**src/rtl/sprom_pkg.sv**
```systemverilog
package sprom_pkg;

   typedef enum logic [2:0] {
      ST_IDLE,
      ST_FRAME,
      ST_CMD,
      ST_ADDR,
      ST_READ,
      ST_GAP
   } seq_st_t;

   localparam int CMD_BITS = 3;
   // start bit, then the READ opcode, sent left to right
   localparam logic [CMD_BITS-1:0] READ_CMD = 3'b110;

endpackage

```
**src/rtl/sprom_sck_gen.sv**
```systemverilog
module sprom_sck_gen #(
   parameter int HI_CYC = 75,
   parameter int LO_CYC = 25
) (
   input  logic clk,
   input  logic rst_n,
   input  logic run_i,
   output logic sclk_o,
   output logic rise_o,
   output logic slot_end_o
);
   localparam int LONGEST = (HI_CYC > LO_CYC) ? HI_CYC : LO_CYC;
   localparam int CW      = $clog2(LONGEST + 1);
   localparam logic [CW-1:0] LO_LAST = CW'(LO_CYC - 1);
   localparam logic [CW-1:0] HI_LAST = CW'(HI_CYC - 1);

   logic [CW-1:0] cnt_q;
   logic          hi_q;

   assign rise_o     = run_i & ~hi_q & (cnt_q == LO_LAST);
   assign slot_end_o = run_i &  hi_q & (cnt_q == HI_LAST);
   assign sclk_o     = hi_q;

   always_ff @(posedge clk or negedge rst_n) begin
      if (!rst_n) begin
         cnt_q <= '0;
         hi_q  <= 1'b0;
      end else if (!run_i) begin
         cnt_q <= '0;
         hi_q  <= 1'b0;
      end else if (rise_o) begin
         cnt_q <= '0;
         hi_q  <= 1'b1;
      end else if (slot_end_o) begin
         cnt_q <= '0;
         hi_q  <= 1'b0;
      end else begin
         cnt_q <= cnt_q + 1'b1;
      end
   end
endmodule

```
**src/rtl/sprom_in_sync.sv**
```systemverilog
module sprom_in_sync #(
   parameter int STAGES = 2
) (
   input  logic clk,
   input  logic rst_n,
   input  logic d_i,
   output logic q_o
);
   generate
      if (STAGES == 0) begin : g_direct
         assign q_o = d_i;
      end else begin : g_chain
         logic [STAGES-1:0] ff_q;
         always_ff @(posedge clk or negedge rst_n) begin
            if (!rst_n) ff_q <= '0;
            else        ff_q <= (ff_q << 1) | STAGES'(d_i);
         end
         assign q_o = ff_q[STAGES-1];
      end
   endgenerate
endmodule

```
**src/rtl/sprom_rx_shift.sv**
```systemverilog
module sprom_rx_shift #(
   parameter int WIDTH = 16
) (
   input  logic             clk,
   input  logic             rst_n,
   input  logic             shift_i,
   input  logic             bit_i,
   output logic [WIDTH-1:0] data_o
);
   // WIDTH+1 shifts per word push the leading dummy bit out of the top
   always_ff @(posedge clk or negedge rst_n) begin
      if (!rst_n)       data_o <= '0;
      else if (shift_i) data_o <= {data_o[WIDTH-2:0], bit_i};
   end
endmodule

```
**src/rtl/sprom_frame_seq.sv**
```systemverilog
module sprom_frame_seq
   import sprom_pkg::*;
#(
   parameter int ADDR_W    = 8,
   parameter int SHORT_AW  = 6,
   parameter int CNT_W     = 9,
   parameter int DATA_W    = 16,
   parameter int GAP_SLOTS = 2
) (
   input  logic              clk,
   input  logic              rst_n,
   input  logic              start_i,
   input  logic [ADDR_W-1:0] base_i,
   input  logic [CNT_W-1:0]  cnt_i,
   input  logic              addr8_i,
   input  logic              rise_i,
   input  logic              slot_end_i,
   input  logic [DATA_W-1:0] rx_i,
   output logic              busy_o,
   output logic              cs_o,
   output logic              mosi_o,
   output logic              capture_o,
   output logic              word_vld_o,
   output logic [DATA_W-1:0] word_o,
   output logic [CNT_W-1:0]  word_idx_o,
   output logic              done_o
);
   localparam int RD_SLOTS  = DATA_W + 1;
   localparam int MAX_A     = (ADDR_W > RD_SLOTS) ? ADDR_W : RD_SLOTS;
   localparam int MAX_B     = (GAP_SLOTS > CMD_BITS) ? GAP_SLOTS : CMD_BITS;
   localparam int MAX_SLOTS = (MAX_A > MAX_B) ? MAX_A : MAX_B;
   localparam int BN_W      = $clog2(MAX_SLOTS);

   localparam logic [BN_W-1:0] CMD_LAST = BN_W'(CMD_BITS - 1);
   localparam logic [BN_W-1:0] RD_LAST  = BN_W'(RD_SLOTS - 1);
   localparam logic [BN_W-1:0] GAP_LAST = BN_W'(GAP_SLOTS - 1);

   seq_st_t             st_q;
   logic [BN_W-1:0]     bit_q;
   logic [ADDR_W-1:0]   base_q;
   logic [CNT_W-1:0]    cnt_q;
   logic [CNT_W-1:0]    idx_q;
   logic                wide_q;

   logic [BN_W-1:0]     addr_last;
   logic [ADDR_W-1:0]   addr_cur;
   logic [ADDR_W-1:0]   addr_sh;
   logic [CMD_BITS-1:0] cmd_sh;

   assign addr_last = wide_q ? BN_W'(ADDR_W - 1) : BN_W'(SHORT_AW - 1);
   assign addr_cur  = base_q + ADDR_W'(idx_q);
   assign addr_sh   = addr_cur >> (addr_last - bit_q);
   assign cmd_sh    = READ_CMD << bit_q;

   assign busy_o    = (st_q != ST_IDLE);
   assign cs_o      = (st_q != ST_IDLE) && (st_q != ST_GAP);
   assign capture_o = rise_i && (st_q == ST_READ);

   always_comb begin
      unique case (st_q)
         ST_CMD:  mosi_o = cmd_sh[CMD_BITS-1];
         ST_ADDR: mosi_o = addr_sh[0];
         default: mosi_o = 1'b0;
      endcase
   end

   always_ff @(posedge clk or negedge rst_n) begin
      if (!rst_n) begin
         st_q       <= ST_IDLE;
         bit_q      <= '0;
         base_q     <= '0;
         cnt_q      <= '0;
         idx_q      <= '0;
         wide_q     <= 1'b0;
         word_vld_o <= 1'b0;
         word_o     <= '0;
         word_idx_o <= '0;
         done_o     <= 1'b0;
      end else begin
         word_vld_o <= 1'b0;
         done_o     <= 1'b0;
         if (st_q == ST_IDLE) begin
            if (start_i) begin
               base_q <= base_i;
               cnt_q  <= cnt_i;
               wide_q <= addr8_i;
               idx_q  <= '0;
               bit_q  <= '0;
               if (cnt_i == '0) done_o <= 1'b1;
               else             st_q   <= ST_FRAME;
            end
         end else if (slot_end_i) begin
            bit_q <= bit_q + 1'b1;
            unique case (st_q)
               ST_FRAME: begin
                  st_q  <= ST_CMD;
                  bit_q <= '0;
               end
               ST_CMD: if (bit_q == CMD_LAST) begin
                  st_q  <= ST_ADDR;
                  bit_q <= '0;
               end
               ST_ADDR: if (bit_q == addr_last) begin
                  st_q  <= ST_READ;
                  bit_q <= '0;
               end
               ST_READ: if (bit_q == RD_LAST) begin
                  st_q       <= ST_GAP;
                  bit_q      <= '0;
                  word_vld_o <= 1'b1;
                  word_o     <= rx_i;
                  word_idx_o <= idx_q;
               end
               ST_GAP: if (bit_q == GAP_LAST) begin
                  bit_q <= '0;
                  if (idx_q == cnt_q - 1'b1) begin
                     st_q   <= ST_IDLE;
                     done_o <= 1'b1;
                  end else begin
                     idx_q <= idx_q + 1'b1;
                     st_q  <= ST_FRAME;
                  end
               end
               default: st_q <= ST_IDLE;
            endcase
         end
      end
   end
endmodule

```
**src/rtl/sprom_burst_rd.sv**
```systemverilog
module sprom_burst_rd #(
   parameter int ADDR_W    = 8,
   parameter int SHORT_AW  = 6,
   parameter int CNT_W     = 9,
   parameter int DATA_W    = 16,
   parameter int HI_CYC    = 75,
   parameter int LO_CYC    = 25,
   parameter int GAP_SLOTS = 2,
   parameter int IN_SYNC   = 2
) (
   input  logic              clk,
   input  logic              rst_n,
   input  logic              start_i,
   input  logic [ADDR_W-1:0] base_addr_i,
   input  logic [CNT_W-1:0]  word_cnt_i,
   input  logic              addr8_i,
   input  logic              ser_in_i,
   output logic              ser_clk_o,
   output logic              ser_sel_o,
   output logic              ser_out_o,
   output logic              busy_o,
   output logic              word_vld_o,
   output logic [DATA_W-1:0] word_o,
   output logic [CNT_W-1:0]  word_idx_o,
   output logic              done_o
);
   generate
      if (SHORT_AW < 1 || SHORT_AW > ADDR_W) begin : g_bad_aw
         $error("SHORT_AW must lie in 1..ADDR_W");
      end
      if (HI_CYC < 1) begin : g_bad_hi
         $error("HI_CYC must be at least 1");
      end
      if (LO_CYC < IN_SYNC + 2) begin : g_bad_lo
         $error("LO_CYC must cover the input synchronizer plus two cycles");
      end
      if (GAP_SLOTS < 1 || CNT_W < 1 || DATA_W < 2) begin : g_bad_misc
         $error("GAP_SLOTS, CNT_W and DATA_W out of range");
      end
   endgenerate

   logic              rise;
   logic              slot_end;
   logic              din_sync;
   logic              capture;
   logic [DATA_W-1:0] rx_word;

   sprom_sck_gen #(
      .HI_CYC (HI_CYC),
      .LO_CYC (LO_CYC)
   ) u_sck (
      .clk        (clk),
      .rst_n      (rst_n),
      .run_i      (busy_o),
      .sclk_o     (ser_clk_o),
      .rise_o     (rise),
      .slot_end_o (slot_end)
   );

   sprom_in_sync #(
      .STAGES (IN_SYNC)
   ) u_sync (
      .clk   (clk),
      .rst_n (rst_n),
      .d_i   (ser_in_i),
      .q_o   (din_sync)
   );

   sprom_rx_shift #(
      .WIDTH (DATA_W)
   ) u_rx (
      .clk     (clk),
      .rst_n   (rst_n),
      .shift_i (capture),
      .bit_i   (din_sync),
      .data_o  (rx_word)
   );

   sprom_frame_seq #(
      .ADDR_W    (ADDR_W),
      .SHORT_AW  (SHORT_AW),
      .CNT_W     (CNT_W),
      .DATA_W    (DATA_W),
      .GAP_SLOTS (GAP_SLOTS)
   ) u_seq (
      .clk        (clk),
      .rst_n      (rst_n),
      .start_i    (start_i),
      .base_i     (base_addr_i),
      .cnt_i      (word_cnt_i),
      .addr8_i    (addr8_i),
      .rise_i     (rise),
      .slot_end_i (slot_end),
      .rx_i       (rx_word),
      .busy_o     (busy_o),
      .cs_o       (ser_sel_o),
      .mosi_o     (ser_out_o),
      .capture_o  (capture),
      .word_vld_o (word_vld_o),
      .word_o     (word_o),
      .word_idx_o (word_idx_o),
      .done_o     (done_o)
   );
endmodule

```
**config.mk**
```make
export PLATFORM = sky130hd
export DESIGN_NAME = sprom_burst_rd
export DESIGN_NICKNAME = d
export VERILOG_FILES = /design/src/rtl/sprom_pkg.sv /design/src/rtl/sprom_sck_gen.sv /design/src/rtl/sprom_in_sync.sv /design/src/rtl/sprom_rx_shift.sv /design/src/rtl/sprom_frame_seq.sv /design/src/rtl/sprom_burst_rd.sv
export SDC_FILE = /design/constraint.sdc
export NUM_CORES = 1
export LEC_CHECK = 0
export BUFFER_PORTS_ARGS = -buffer_cell sky130_fd_sc_hd__clkbuf_2
export CAP_MARGIN = 0
export CORE_UTILIZATION = 40
export CTS_CLUSTER_DIAMETER = 40
export DETAILED_ROUTE_END_ITERATION = 10
export PLACE_DENSITY_LB_ADDON = 0.12
export SLEW_MARGIN = 20
export SYNTH_ARGS = -nofsm -noshare
export SYNTH_HDL_FRONTEND = slang
export SYNTH_HIERARCHICAL = 1
export SYNTH_SLANG_ARGS = --single-unit
```
**constraint.sdc**
```tcl
create_clock -name clk -period 2.49 [get_ports clk]
set_clock_uncertainty 0.05 [all_clocks]
set_input_delay 0.1245 -clock clk [delete_from_list [all_inputs] [get_ports clk]]
set_output_delay 0.1245 -clock clk [all_outputs]
set_load 0.02 [all_outputs]
```
# After elaboration in Yosys (flattened, before gate mapping)
# Cells that the tools add are included.
[classes]
mux = 43
n_lt_le_gt_ge = 0
n_eq_ne = 21
n_reduce_logical = 13
shift = 2
add_sub_neg = 6
bitwise_logic = 7
n_div = 0
multipliers = 0
[ops]
columns = ["op", "count"]
rows = [
  ["9-bit two-way mux", 6],
  ["5-bit two-way mux", 7],
  ["5-bit one-hot mux with 5 select lines", 1],
  ["3-bit two-way mux", 8],
  ["7-bit two-way mux", 3],
  ["1-bit two-way mux", 15],
  ["3-bit one-hot mux with 5 select lines", 1],
  ["9-bit by 1-bit adder with 9-bit output, second input constant", 1],
  ["9-bit == test", 1],
  ["9-bit logical NOT", 1],
  ["3-bit by 1-bit != test with 1-bit output, second input constant", 3],
  ["9-bit by 1-bit subtractor with 9-bit output, second input constant", 1],
  ["8-bit adder", 1],
  ["8-bit by 5-bit right shift with 1-bit output", 1],
  ["7-bit by 1-bit adder with 7-bit output, second input constant", 1],
  ["7-bit by 5-bit == test with 1-bit output, second input constant", 1],
  ["7-bit == test, second input constant", 1],
  ["7-bit AND reduction", 1],
  ["3-bit by 2-bit == test with 1-bit output, second input constant", 2],
  ["3-bit == test, second input constant", 2],
  ["3-bit != test, second input constant", 2],
  ["2-bit nonzero test", 3],
  ["5-bit by 1-bit adder with 5-bit output, second input constant", 1],
  ["5-bit by 1-bit == test with 1-bit output, second input constant", 1],
  ["other kinds (20)", 27],
]
[word_totals]
ff_bits = 88
mem_bits_rw = 0
n_memories = 0
latchBits = 0
word_cells = 106
out_inout_bits = 31
inputBits = 22
rom_bits = 0

# Logic depth before layout (Yosys ltp)
[depth]
depth_word = 7
depth_mapped = 11
depth_no_buf = 10

# Cells and area by module
# Netlist, hierarchy kept.
[by_module_without_submodules]
columns = ["module", "area_per_inst_um2", "seq_area_each_um2", "cells_each", "n_inst"]
rows = [
  ["sprom_frame_seq", 3475.8, 1551.5, 359, 1],
  ["sprom_rx_shift", 649.4, 400.4, 34, 1],
  ["sprom_sck_gen", 470.5, 200.2, 47, 1],
  ["sprom_in_sync", 50.0, 50.0, 2, 1],
]

# Least setup slack after synthesis
# No wires, ideal clock.
[synth_path]
kind = "register to register"
from = "register u_seq.st_q[2]"
to = "register u_seq.word_idx_o[4]"
setup_ps = 125
required_time_ps = 2315
t_arrival_ps = 2520
slack_ps = -205
path_stages_with_launch = 10
cell_sequence = "dfrtp_1 > clkbuf_1 > nor3_1 > inv_1 > nand2_1 > nor2_1 > and4_1 > clkbuf_1 > buf_1 > mux2_2"
[synth_via]
elab_chain_cells = 4
word_cells_on_any_way = 7
classes_between = "1 x eq/ne; 3 x bitwise; 3 x reduce/logical"
[synth_rtl]
columns = ["item", "line_no", "source"]
rows = [
  ["from (decl)", "sprom_frame_seq.sv:38", "seq_st_t st_q;"],
  ["from (signal assigned)", "sprom_frame_seq.sv:69", "st_q <= ST_IDLE;"],
  ["from (signal assigned)", "sprom_frame_seq.sv:90", "else st_q <= ST_FRAME;"],
  ["from (signal assigned)", "sprom_frame_seq.sv:96", "st_q <= ST_CMD;"],
  ["3-bit nonzero test", "sprom_frame_seq.sv:55", "assign busy_o = (st_q != ST_IDLE);"],
  ["named net busy_o", "sprom_burst_rd.sv:21", "output logic busy_o,"],
  ["1-bit AND (2 in series)", "sprom_sck_gen.sv:21", "assign slot_end_o = run_i & hi_q & (cnt_q == HI_LAST);"],
  ["named net slot_end", "sprom_burst_rd.sv:43", "logic slot_end;"],
  ["4-bit AND reduction (no line)", "--", ""],
  ["to (signal assigned)", "sprom_frame_seq.sv:112", "word_idx_o <= idx_q;"],
  ["to (decl)", "sprom_frame_seq.sv:25", "output logic [CNT_W-1:0] word_idx_o,"],
]
# The timed path passes the listed nets, and every way through them passes these cells.
# A chain may end at the register's enable or synchronous reset.

# Worst setup path in the final report
[layout_path]
from = "register u_seq.base_q[0]"
to = "output port ser_out_o"
[layout_via]
elab_chain_cells = 3
[layout_rtl]
columns = ["item", "line_no", "source"]
rows = [
  ["from (decl)", "sprom_frame_seq.sv:40", "logic [ADDR_W-1:0] base_q;"],
  ["from (signal assigned)", "sprom_frame_seq.sv:84", "base_q <= base_i;"],
  ["8-bit adder", "sprom_frame_seq.sv:51", "assign addr_cur = base_q + ADDR_W'(idx_q);"],
  ["8-bit by 5-bit right shift with 1-bit output", "sprom_frame_seq.sv:52", "assign addr_sh = addr_cur >> (addr_last - bit_q);"],
  ["1-bit one-hot mux with 2 select lines", "sprom_frame_seq.sv:60", "unique case (st_q)"],
  ["to (decl)", "sprom_burst_rd.sv:20", "output logic ser_out_o,"],
]
# No other way between the ends.

==> flow_metrics.py <==
metrics = {
    "run_status": {
        "outcome": "finished, violations left",
        "violations": "negative setup slack",
    },
    "route": {
        "num_vias": 3496,
        "drt-total-wl_um": 10320,
        "drt.antenna.violating_nets": 0,
        "drc": 0,
        "via_per_inst": 5.164,
        "first_pass_iters": 4,
        "drt-initial-drc-count": 162,
        "post_drt_wl_per_cell_um": 15.24,
    },
    "floorplan": {
        "core_um2": 11080,
        "initial_core_util_pct": 41.94,
        "fp.dieW_um": 109.8,
        "die_h_um": 109.8,
        "die_area_um2": 12050,
        "boundaryPins": 53,
        "rows": 38,
    },
    "logic_synthesis": {
        "synth.area.top_cells": "dfrtp_1 (47%), mux2_2 (7.5%), nand2_1 (5.8%)",
        "async_flop_share_pct": 100.0,
        "yosysSeqAreaShare_pct": 47.40,
        "syn_inst": 442,
        "dominantRegCellSynth": "dfrtp_1",
        "synth_edf_count": 0,
        "yosysMostFrequentCell": "dfrtp_1",
        "yosysTopAreaCell": "dfrtp_1",
        "ys_warn_count": 6,
        "ys_types": 63,
        "ys_ff_latch": 88,
        "synth_top_area_share_pct": 47.40,
        "synth.top_cells.by_count": "dfrtp_1 (88), nand2_1 (72), mux2_2 (31)",
        "synth.avg_cell_area_um2": 10.51,
        "syn_area_um2": 4646,
        "syn_nets": 484,
    },
    "sta": {
        "clock.fmax_ghz": 0.3952,
        "tightest_slew_ps": 672.8,
        "timing.slew.headroom_pct": 55.15,
        "slew_violations": 0,
        "finalCriticalPeriod_ps": 2531,
        "rsz0062_at_grt": "yes",
        "finalHoldViolations": 0,
        "setup_viol": 1,
        "post-route-period-util_pct": 101.6,
        "worst_slack_ps": -40.65,
    },
    "power": {
        "power_frac_clock_pct": 42.9,
        "leakagePower_nw": 2.792,
        "ir_worst_vdd_mv": 0.3244,
        "comb_power_share_pct": 7.6,
        "seq_power_share_pct": 49.5,
        "powerDensity_nw_per_um2": 518.2,
        "switchingPower_uw": 732.9,
        "swShare_pct": 24.56,
        "p_int_mw": 2.252,
        "power_mw": 2.985,
    },
    "worst_setup_path": {
        "critPathLaunchType": "register",
        "worstPathArrival_ps": 2360,
        "critPathRequiredTime_ps": 2320,
        "crit_type": "reg -> out",
        "worstPathMaxFanout": 2,
        "worstSetupEndpointType": "primary output",
    },
    "global_route": {
        "grt_use_total_pct": 18.70,
        "grt_pass1_wl_um": 16860,
        "gr-total-overflow": 0,
        "grt_max_degree": 51,
        "grt_pass1_vias": 3344,
        "antenna_found_initial": 0,
    },
    "placement": {
        "dp_hpwl_um": 7145,
        "gp_routability_congestion": 0.8609,
        "port_buffers": 52,
    },
    "run": {
        "maxCapViolCount": 0,
    },
    "cts": {
        "clockBufferDepth": 2,
        "tritoncts": "built",
        "clock_latency_ps": 350,
        "cts.sinks": 88,
        "clockRootBuffer": "clkbuf_16",
        "htreeDepth": 3,
        "cts_buffers": 9,
        "clk_pin_slew_ps": 60,
    },
    "layout": {
        "drive_above_1_share_pct": 30.54,
        "areaGrowthSynthToFinish_pct": 23.97,
        "final_nets": 574,
        "diodes": 0,
        "finalCoreUtilization_pct": 51.99,
    },
    "hold_path": {
        "hold_class": "in -> reg",
    },
}
logic make-up after synthesis:
logic type	Yosys count	share of synthesized area (%)
AOI/OAI and AO/OA	68	9.750
xor gates and xnor gates	25	4.713
adders and majority gates	21	5.764
buffers and inverters	38	3.851
DFF	88	47.40
muxes	44	11.39
and+or+nand+nor	158	17.13
sequential cells by signal, indices dropped and copies added (netlist names), 2 cells and up:
register / flops
u_seq/st_q: 3
u_sync/g_chain.ff_q: 2
u_seq/idx_q: 9
u_seq/cnt_q: 9
u_rx/data_o: 16
u_seq/word_o: 16
u_seq/word_idx_o: 9
u_seq/base_q: 8
u_sck/cnt_q: 7
u_seq/bit_q: 5
cell type report:
class,count,area [um2]
fillers,990,5319
multi-input cells,316,2340
clock inverters,7,56.30
clock buffers,9,225.2
flip-flops and latches,88,2208
repair buffers,98,683.2
inverters,19,71.32
well taps,140,175.2
worst max-delay path, stage by stage, from the launching register on:
cell,delay (ps)
dfrtp_1,400
ha_2,190
inv_1,70
fa_2,210
inv_1,50
a21o_1,160
a21oi_2,160
o21ai_1,90
xor2_1,170
a211oi_1,210
o211ai_1,120
buf_4,180
through the flow:
step	hold WS (ps)	setup slack (ps)	cell area, um2	instances	setup TNS, ps
3_5_place_dp	160.7	-40.53	5199	641	-40.53
5_1_grt	20.48	-158.7	5759	677	-158.7
4_1_cts	8.382	-77.43	5717	677	-77.43
6_report	3.393	-40.65	5759	677	-40.65
3_3_place_gp	161.9	35.98	5199	641	0
2_1_floorplan	-221.1	18.53	4648	442	0
timing repair:
action | in CTS | in global routing
resized for setup | 11 | 14
hold endpoints to repair | 66 | 0
hold buffers | 19 | 0
pin swaps | 7 | 1
setup buffers | 1 | 0
endpoints found under the setup margin | 3 | 10
power by group through the flow:
| stage | Sequential, mW | Clock, mW | Combinational [mW] |
|---|---|---|---|
| 2_1_floorplan | 1.50 | 0 | 0.113 |
| 3_3_place_gp | 1.50 | 0 | 0.188 |
| 3_5_place_dp | 1.51 | 0 | 0.189 |
| 4_1_cts | 1.48 | 1.32 | 0.223 |
| 5_1_grt | 1.48 | 1.38 | 0.256 |
| 6_report | 1.48 | 1.28 | 0.227 |
layer usage:
layer | routed length, um | up-vias | track usage [%]
met5 | 0 | - | 0
met4 | 158 | 0 | 8.095
met3 | 281 | 14 | 3.023
met2 | 4910 | 52 | 29.60
met1 | 4967 | 1687 | 25.28
li1 | - | 1743 | -
placed cells by master, fill, tap and decap left out, types with 4 or more instances in the layout:
cell / count
o22ai_1: 4
a21o_1: 5
dfrtp_2: 5
xnor2_1: 12
nand4_1: 5
nand2_1: 72
o21ai_0: 16
nor3_1: 13
mux2_2: 31
inv_1: 17
dfrtp_1: 83
or3_1: 6
buf_4: 27
a21oi_1: 13
ha_1: 14
nand3_1: 9
xor2_1: 13
nor4_1: 4
dlygate4sd3_1: 19
mux2_4: 10
clkbuf_2: 50
clkbuf_16: 9
nor2_1: 18
worst paths after layout:
check,start,slack (ps),endpoint,depth (start not counted)
min in group asynchronous,rst_n,300,u_seq/cnt_q[2],2
setup reg to reg,u_seq/cnt_q[3],120,u_seq/idx_q[4],7
hold / removal,word_cnt_i[1],3,u_seq/cnt_q[1],3
hold reg to reg,u_sync/g_chain.ff_q[0],300,u_sync/g_chain.ff_q[1],0
max in group asynchronous,rst_n,1460,u_seq/base_q[1],3
setup / recovery,u_seq/base_q[0],-40,ser_out_o,11
(Power assumes the default switching activity.)
